<file path="config.mk">
export PLATFORM = sky130hd
export DESIGN_NAME = fbdiv_top
export DESIGN_NICKNAME = d
export VERILOG_FILES = /design/src/rtl/fbdiv_pkg.sv /design/src/rtl/fbdiv_mode_decode.sv /design/src/rtl/fbdiv_prescaler.sv /design/src/rtl/fbdiv_counter.sv /design/src/rtl/fbdiv_top.sv
export SDC_FILE = /design/constraint.sdc
export NUM_CORES = 1
export LEC_CHECK = 0
export BUFFER_PORTS_ARGS = -buffer_cell sky130_fd_sc_hd__buf_2
export CORE_MARGIN = 3
export CORE_UTILIZATION = 25
export CTS_CLUSTER_DIAMETER = 120
export DETAILED_ROUTE_END_ITERATION = 7
export PLACE_DENSITY = 0.44
export SLEW_MARGIN = 40
export SYNTH_ARGS = -nofsm -noshare
export SYNTH_HDL_FRONTEND = slang
export SYNTH_SLANG_ARGS = --single-unit
export TNS_END_PERCENT = 50
</file>
<file path="constraint.sdc">
create_clock -name clk -period 2.9 [get_ports clk]
set_input_delay 0.58 -clock clk [delete_from_list [all_inputs] [get_ports clk]]
set_output_delay 0.58 -clock clk [all_outputs]
set_load 0.01 [all_outputs]
</file>
<file path="src/rtl/fbdiv_pkg.sv">
package fbdiv_pkg;

    typedef enum logic [1:0] {
        PATH_HB = 2'd0,
        PATH_MB = 2'd1,
        PATH_LB = 2'd2
    } path_e;

    typedef enum logic [1:0] {
        ST_HALT = 2'd0,
        ST_ARM  = 2'd1,
        ST_RUN  = 2'd2
    } state_e;

endpackage

</file>
<file path="src/rtl/fbdiv_mode_decode.sv">
module fbdiv_mode_decode
    import fbdiv_pkg::*;
#(
    parameter int WORD_W     = 16,
    parameter int LB_SHIFT   = 4,
    parameter int WIDE_MIN   = 272,
    parameter int NARROW_MIN = 4
) (
    input  logic              band_hi,
    input  logic              direct_sel,
    input  logic [WORD_W-1:0] div_word,
    output path_e             path_o,
    output logic [WORD_W-1:0] n_o
);
    localparam logic [WORD_W-1:0] WMIN = WORD_W'(WIDE_MIN);
    localparam logic [WORD_W-1:0] NMIN = WORD_W'(NARROW_MIN);

    logic [WORD_W-1:0] raw_n;
    logic [WORD_W-1:0] floor_n;

    always_comb begin
        if (band_hi)         path_o = PATH_HB;
        else if (direct_sel) path_o = PATH_MB;
        else                 path_o = PATH_LB;
    end

    always_comb begin
        if (path_o == PATH_LB) begin
            raw_n   = div_word >> LB_SHIFT;
            floor_n = NMIN;
        end else begin
            raw_n   = div_word;
            floor_n = WMIN;
        end
        n_o = (raw_n < floor_n) ? floor_n : raw_n;
    end

endmodule

</file>
<file path="src/rtl/fbdiv_prescaler.sv">
module fbdiv_prescaler #(
    parameter int PRE_DIV = 2
) (
    input  logic clk,
    input  logic rst_n,
    input  logic clr,
    input  logic in_tick,
    output logic out_tick
);
    generate
        if (PRE_DIV <= 1) begin : g_bypass
            assign out_tick = in_tick;
        end else begin : g_div
            localparam int PH_W = $clog2(PRE_DIV);
            localparam logic [PH_W-1:0] PH_LAST = PH_W'(PRE_DIV - 1);
            logic [PH_W-1:0] phase_q;

            always_ff @(posedge clk or negedge rst_n) begin
                if (!rst_n) begin
                    phase_q <= '0;
                end else if (clr) begin
                    phase_q <= '0;
                end else if (in_tick) begin
                    phase_q <= (phase_q == PH_LAST) ? '0 : phase_q + PH_W'(1);
                end
            end

            assign out_tick = in_tick && (phase_q == PH_LAST);
        end
    endgenerate

endmodule

</file>
<file path="src/rtl/fbdiv_counter.sv">
module fbdiv_counter #(
    parameter int CNT_W = 16
) (
    input  logic             clk,
    input  logic             rst_n,
    input  logic             load,
    input  logic             adv,
    input  logic [CNT_W-1:0] reload_n,
    output logic             tc
);
    logic [CNT_W-1:0] cnt_q;

    assign tc = adv && (cnt_q == '0);

    always_ff @(posedge clk or negedge rst_n) begin
        if (!rst_n) begin
            cnt_q <= '0;
        end else if (load) begin
            cnt_q <= reload_n - CNT_W'(1);
        end else if (adv) begin
            cnt_q <= tc ? (reload_n - CNT_W'(1)) : (cnt_q - CNT_W'(1));
        end
    end

endmodule

</file>
<file path="src/rtl/fbdiv_top.sv">
module fbdiv_top
    import fbdiv_pkg::*;
#(
    parameter int WORD_W     = 16,
    parameter int LB_SHIFT   = 4,
    parameter int WIDE_MIN   = 272,
    parameter int NARROW_MIN = 4,
    parameter int PRE_DIV    = 2
) (
    input  logic              clk,
    input  logic              rst_n,
    input  logic              inhibit,
    input  logic              band_hi,
    input  logic              direct_sel,
    input  logic [WORD_W-1:0] div_word,
    input  logic              hb_tick,
    input  logic              mb_tick,
    input  logic              lb_tick,
    output logic              div_pulse
);
    state_e            state_q, state_d;
    path_e             path_next, path_q;
    logic [WORD_W-1:0] n_next;
    logic              running, pre_in, pre_clr, pre_out;
    logic              sel_tick, adv, load, tc;

    fbdiv_mode_decode #(
        .WORD_W(WORD_W), .LB_SHIFT(LB_SHIFT),
        .WIDE_MIN(WIDE_MIN), .NARROW_MIN(NARROW_MIN)
    ) dec_i (
        .band_hi(band_hi), .direct_sel(direct_sel), .div_word(div_word),
        .path_o(path_next), .n_o(n_next)
    );

    always_comb begin
        state_d = ST_HALT;
        unique case (state_q)
            ST_HALT: state_d = inhibit ? ST_HALT : ST_ARM;
            ST_ARM:  state_d = inhibit ? ST_HALT : ST_RUN;
            ST_RUN:  state_d = inhibit ? ST_HALT : ST_RUN;
            default: state_d = ST_HALT;
        endcase
    end

    always_ff @(posedge clk or negedge rst_n) begin
        if (!rst_n) state_q <= ST_HALT;
        else        state_q <= state_d;
    end

    assign running = (state_q == ST_RUN) && !inhibit;
    assign load    = (state_q == ST_ARM);

    always_ff @(posedge clk or negedge rst_n) begin
        if (!rst_n)          path_q <= PATH_MB;
        else if (load || tc) path_q <= path_next;
    end

    assign pre_in  = running && (path_q == PATH_HB) && hb_tick;
    assign pre_clr = (state_q != ST_RUN) || (path_q != PATH_HB);

    fbdiv_prescaler #(.PRE_DIV(PRE_DIV)) pre_i (
        .clk(clk), .rst_n(rst_n), .clr(pre_clr),
        .in_tick(pre_in), .out_tick(pre_out)
    );

    always_comb begin
        case (path_q)
            PATH_HB: sel_tick = pre_out;
            PATH_MB: sel_tick = mb_tick;
            PATH_LB: sel_tick = lb_tick;
            default: sel_tick = 1'b0;
        endcase
    end

    assign adv = running && sel_tick;

    fbdiv_counter #(.CNT_W(WORD_W)) cnt_i (
        .clk(clk), .rst_n(rst_n), .load(load), .adv(adv),
        .reload_n(n_next), .tc(tc)
    );

    always_ff @(posedge clk or negedge rst_n) begin
        if (!rst_n) div_pulse <= 1'b0;
        else        div_pulse <= tc;
    end

endmodule

</file>
# ---- Yosys cells after proc, flatten, opt, wreduce, memory -nomap -nowiden
# Index checks and enable logic that the tools add are counted.
dict set report classes {
  n_shift 0
  n_mul 0
  div_mod_pow 0
  muxes 15
  n_addsub 3
  magnitude_cmp 1
  bitwise 0
  n_reduce_logical 16
  n_eq_ne 6
}
# op count
set op_table {}
lappend op_table {{16-bit 2-to-1 mux} 5}
lappend op_table {{16-bit by 1-bit subtractor with 16-bit output (second input constant)} 2}
lappend op_table {{16-bit logical NOT} 1}
lappend op_table {{16-bit by 9-bit < comparator with 1-bit output} 1}
lappend op_table {{9-bit 2-to-1 mux} 1}
lappend op_table {{2-bit == test (second input constant)} 3}
lappend op_table {{1-bit logical AND} 6}
lappend op_table {{2-bit 2-to-1 mux} 3}
lappend op_table {{2-bit nonzero test} 3}
lappend op_table {{2-bit by 1-bit == test with 1-bit output (second input constant)} 2}
lappend op_table {{2-bit logical NOT} 2}
lappend op_table {{1-bit 2-to-1 mux} 4}
lappend op_table {{2-bit one-hot mux with 2 select lines} 1}
lappend op_table {{1-bit one-hot mux with 3 select lines} 1}
lappend op_table {{1-bit logical OR} 2}
lappend op_table {{2-bit != test (second input constant)} 1}
lappend op_table {{2-bit OR reduction} 1}
lappend op_table {{1-bit adder (second input constant)} 1}
lappend op_table {{1-bit logical NOT} 1}
dict set report totals {
  rom_bits 0
  output_inout_bits 1
  mem_bits_rw 0
  input_bits 24
  n_memories 0
  latch_bits 0
  elab_cells 46
  register_bits 22
}

# ---- Logic depth before layout (Yosys ltp)
dict set report logic_depth {
  depth_word 11
  ltp_mapped 12
  ltp_nobuf 10
}

# ---- Modules after synthesis
# Synthesis repeated with hierarchy kept, for this count alone.
dict set report unflattened {
  hier_cells 238
  hier_area_um2 1981.9
}
# module area_each_um2 cells_per_inst seq_area_each_um2 n_inst
set modules_own_cells {}
lappend modules_own_cells {fbdiv_counter 1391.3 156 400.4 1}
lappend modules_own_cells {fbdiv_mode_decode 272.8 55 0.0 1}
lappend modules_own_cells {fbdiv_top 272.8 23 126.4 1}
lappend modules_own_cells {fbdiv_prescaler 45.0 4 25.0 1}

# ---- Worst setup path before layout
# No wires, ideal clock.
dict set report synth_timing {
  path_type {in2reg}
  startpoint {input port div_word[7]}
  endpoint {register cnt_i.cnt_q[14]}
  cell_stages 10
  t_arrival_ps 2459
  required_ps 2780
  n_path_buf 1
  setup_ps 120
  setup_slack_ps 321
  path_cell_list {or2_2 > nor3_2 > o21bai_4 > buf_2 > nand2_1 > ha_1 > and4bb_2 > and4b_1 > nand2_1 > a31o_1}
}
dict set report synth_between {
  elab_chain_len 7
}
# element line
set synth_lines {}
lappend synth_lines {{from (decl)} fbdiv_top.sv:15} ;# input logic [WORD_W-1:0] div_word,
lappend synth_lines {{16-bit 2-to-1 mux *} fbdiv_mode_decode.sv:28} ;# if (path_o == PATH_LB) begin
lappend synth_lines {{16-bit by 9-bit < comparator with 1-bit output} fbdiv_mode_decode.sv:35} ;# n_o = (raw_n < floor_n) ? floor_n : raw_n;
lappend synth_lines {{16-bit 2-to-1 mux *} fbdiv_mode_decode.sv:35}
lappend synth_lines {{16-bit by 1-bit subtractor with 16-bit output *} {fbdiv_counter.sv:19, fbdiv_counter.sv:21}}
lappend synth_lines {{16-bit 2-to-1 mux} fbdiv_counter.sv:21} ;# cnt_q <= tc ? (reload_n - CNT_W'(1)) : (cnt_q - CNT_W'(1));
lappend synth_lines {{16-bit 2-to-1 mux} fbdiv_counter.sv:20} ;# end else if (adv) begin
lappend synth_lines {{16-bit 2-to-1 mux *} fbdiv_counter.sv:18} ;# end else if (load) begin
lappend synth_lines {{to (signal assigned)} fbdiv_counter.sv:19} ;# cnt_q <= reload_n - CNT_W'(1);
lappend synth_lines {{to (signal assigned)} fbdiv_counter.sv:21}
lappend synth_lines {{to (decl)} fbdiv_counter.sv:11} ;# logic [CNT_W-1:0] cnt_q;
# Every way passes the cells marked *; elsewhere a longest branch is shown, timed or not. The select of a mux whose other input is x is not followed.
# A chain may end at the register's enable or synchronous reset.

# ---- Worst setup path in the final report
# Ends and elaborated chain as after synthesis.

==> results.cfg <==
[placed_design]
dp_hpwl_um = 4340
routabilityCongestion = 0.846
portBuffers = 24

[timing]
setup_viol = 0
post-route-min-period_ns = 2.46
skew_ns = 0.00571
fin_tns_setup_ns = 0
slew_viol_final = 0
tightest_slew_ns = 0.537
max_freq_ghz = 0.406
hold_viol_final = 0
fin_crit_sh = 0.849
rsz0062_at_grt = false
hold_ws_ns = 0.280
slew_headroom = 0.642

[power_and_ir_drop]
power-per-cell-area_nw_per_um2 = 591
power_uw = 1410
ir_drop_v = 0.000152
power_leakage_uw = 0.000945

[cts]
clkSlewWorstSetupHoldPaths_ns = 0.09
cts_tree = built
numCtsBuffers = 3
cts_resized = 0
cts_setup_buffers = 0
htree_levels = 1
holdBufCountCts = 0
clock-root-buffer = clkbuf_8
cts_max_path_buffers = 2
clock_sinks = 22
insertion_delay_ns = 0.27

[global_routing]
overflow = 0
grt_pass1_wl_um = 9380
grt_pass1_vias = 1788
grt.total_usage = 0.129
antenna_found_initial = 0
grt_max_degree = 23

[worst_setup_path]
crit_start = div_word[7]
r2r-start = cnt_i.cnt_q[0]
path_class = input port to flip-flop
worstRegToRegCells = 10
critPathCaptureType = flip-flop
cp_data_arrival_time_ns = 2.63
start_kind = input port
cp_max_fo = 8
crit_required_ns = 3.07
reg2reg_setup_slack_ns = 0.53
r2r-end = cnt_i.cnt_q[8]

[routing]
drc_errors = 0
wl_per_cell_um = 14.4
firstDrtPassIters = 5
wl_um = 5600
num_vias = 1988
ant_nets = 0
vias_per_cell = 5.12
initialDrtViolationCount = 137

[hold_path]
hold_class = input port to async pin

[floorplanning]
dieArea_um2 = 9230
io_pins = 25
start_util = 0.260
fp.dieH_um = 96.1
row_count = 32
core-area_um2 = 7810
die_w_um = 96.1

[synthesis]
async_reset_ff_frac = 1.00
synth_warnings = 0
synth_edf_count = 0
synthCells = 257
avgSynthCellArea_um2 = 7.89
syn_nets = 287
synth_area_um2 = 2030
synth_ff_type = dfrtp_1
synth_seq_cells = 22
ys_seq_area_frac = 0.272
yosysUniqueCellTypes = 63

[status]
outcome = finished, final reports clean

[finish]
final_nets = 317
n_antenna_cell = 0
syn_to_final_growth_pct = 17.8
layout-drive-gt1-share = 0.231
fillerInstances = 856

[run]
drv_cap = 0
[power breakdown]
group | internal (uW) | switching [uW] | leakage, uW
combinational | 235 | 312 | 0.000647
clock | 185 | 111 | 0.0000357
sequential | 434 | 135 | 0.000262
[cell usage in the layout, fill, tap and decap left out, drive strengths merged, types with 3 or more instances in the layout]
master | synthesis | final
a31oi | 4 | 4
nor2b | 3 | 3
xnor2 | 5 | 5
nand3 | 7 | 7
a21oi | 25 | 25
nor3b | 3 | 3
ha | 6 | 6
clkbuf | 6 | 3
nand2 | 30 | 30
or2 | 4 | 4
or3 | 4 | 4
o22ai | 3 | 3
o21ai | 19 | 19
nor4 | 5 | 5
dfrtp | 21 | 21
nor2 | 29 | 29
buf | 6 | 37
inv | 10 | 10
nor3 | 15 | 15
nand3b | 5 | 5
o211ai | 4 | 4
mux2i | 4 | 4
xor2 | 3 | 3
nand4 | 6 | 6
[metrics by stage]
stage | area, um^2 | utilization | instances | setup WS, ns
6_report | 2390 | 0.306 | 388 | 0.438
5_1_grt | 2390 | 0.306 | 388 | 0.296
4_1_cts | 2390 | 0.306 | 388 | 0.449
3_5_place_dp | 2320 | 0.297 | 384 | 0.148
3_3_place_gp | 2320 | 0.297 | 384 | 0.241
2_1_floorplan | 2030 | - | 257 | 0.321
[layer usage]
metal,track usage,share of wire
met4,0.0450,0.017
met3,0.0133,0.040
met5,0,0
met2,0.186,0.42
met1,0.198,0.53
[worst max-delay path, cell delays in order]
cell and delay [ns]:
buf_2 0.14, or2_2 0.34, nor3_2 0.28, o21bai_4 0.09, nand2_1 0.08, ha_1 0.24
and4bb_2 0.33, and4b_1 0.26, nand2_1 0.07, a31o_1 0.21
[worst max-delay path by stage]
stage | end | cells after the start
2_1_floorplan | cnt_i.cnt_q[14] | 10
3_3_place_gp | cnt_i.cnt_q[14] | 10
3_5_place_dp | cnt_i.cnt_q[14] | 10
4_1_cts | cnt_i.cnt_q[14] | 10
5_1_grt | cnt_i.cnt_q[8] | 10
6_report | cnt_i.cnt_q[14] | 10
[cell type report]
| type | count | area, um^2 | area share |
|---|---|---|---|
| multi-input cells | 213 | 1380 | 0.579 |
| flip-flops and latches | 22 | 552 | 0.231 |
| repair buffers | 37 | 218 | 0.0911 |
| well taps | 102 | 128 | 0.0534 |
| clock buffers | 3 | 41.3 | 0.0173 |
| inverters | 10 | 37.5 | 0.0157 |
| clock inverters | 1 | 30.0 | 0.0126 |
[cell families after synthesis]
logic type / Yosys count / share of synthesized area
muxes: 5 / 0.0253
xor gates and xnor gates: 8 / 0.0345
AOI/OAI and AO/OA: 75 / 0.252
DFF: 22 / 0.272
buffers and inverters: 22 / 0.0457
adders and majority gates: 6 / 0.0370
and+or+nand+nor: 119 / 0.333
[synthesized netlist by cell type (2+ instances only)]
| library cell | n | area share |
|---|---|---|
| and4b_1 | 2 | 0.0099 |
| mux2i_1 | 4 | 0.020 |
| xor2_1 | 3 | 0.013 |
| nand4_1 | 6 | 0.019 |
| o22ai_1 | 3 | 0.0093 |
| buf_2 | 5 | 0.012 |
| nor3_1 | 13 | 0.032 |
| nand3_1 | 6 | 0.015 |
| o21a_1 | 2 | 0.0074 |
| a221o_1 | 2 | 0.0099 |
| or3_1 | 4 | 0.012 |
| o211ai_1 | 4 | 0.015 |
| nor4_4 | 2 | 0.021 |
| nor2b_1 | 3 | 0.0093 |
| nor2_1 | 28 | 0.052 |
| a22oi_1 | 2 | 0.0074 |
| nor4_1 | 2 | 0.0062 |
| nand3b_1 | 5 | 0.019 |
| clkbuf_1 | 6 | 0.011 |
| inv_1 | 10 | 0.019 |
| a31oi_1 | 3 | 0.0093 |
| or2_2 | 3 | 0.0093 |
| nor3_2 | 2 | 0.0099 |
| nand2_1 | 28 | 0.052 |
| a21oi_2 | 2 | 0.0086 |
| nand2_2 | 2 | 0.0062 |
| ha_1 | 6 | 0.037 |
| dfrtp_1 | 21 | 0.26 |
| xnor2_1 | 5 | 0.022 |
| a21oi_1 | 23 | 0.057 |
| o21ai_0 | 18 | 0.044 |
[registers in the layout (all words and copies together), names as in the netlist]
signal / flops
path_q: 2
div_pulse: 1
cnt_i.cnt_q: 16
pre_i.g_div.phase_q: 1
state_q: 2
Power figures use the tool's default switching activity.
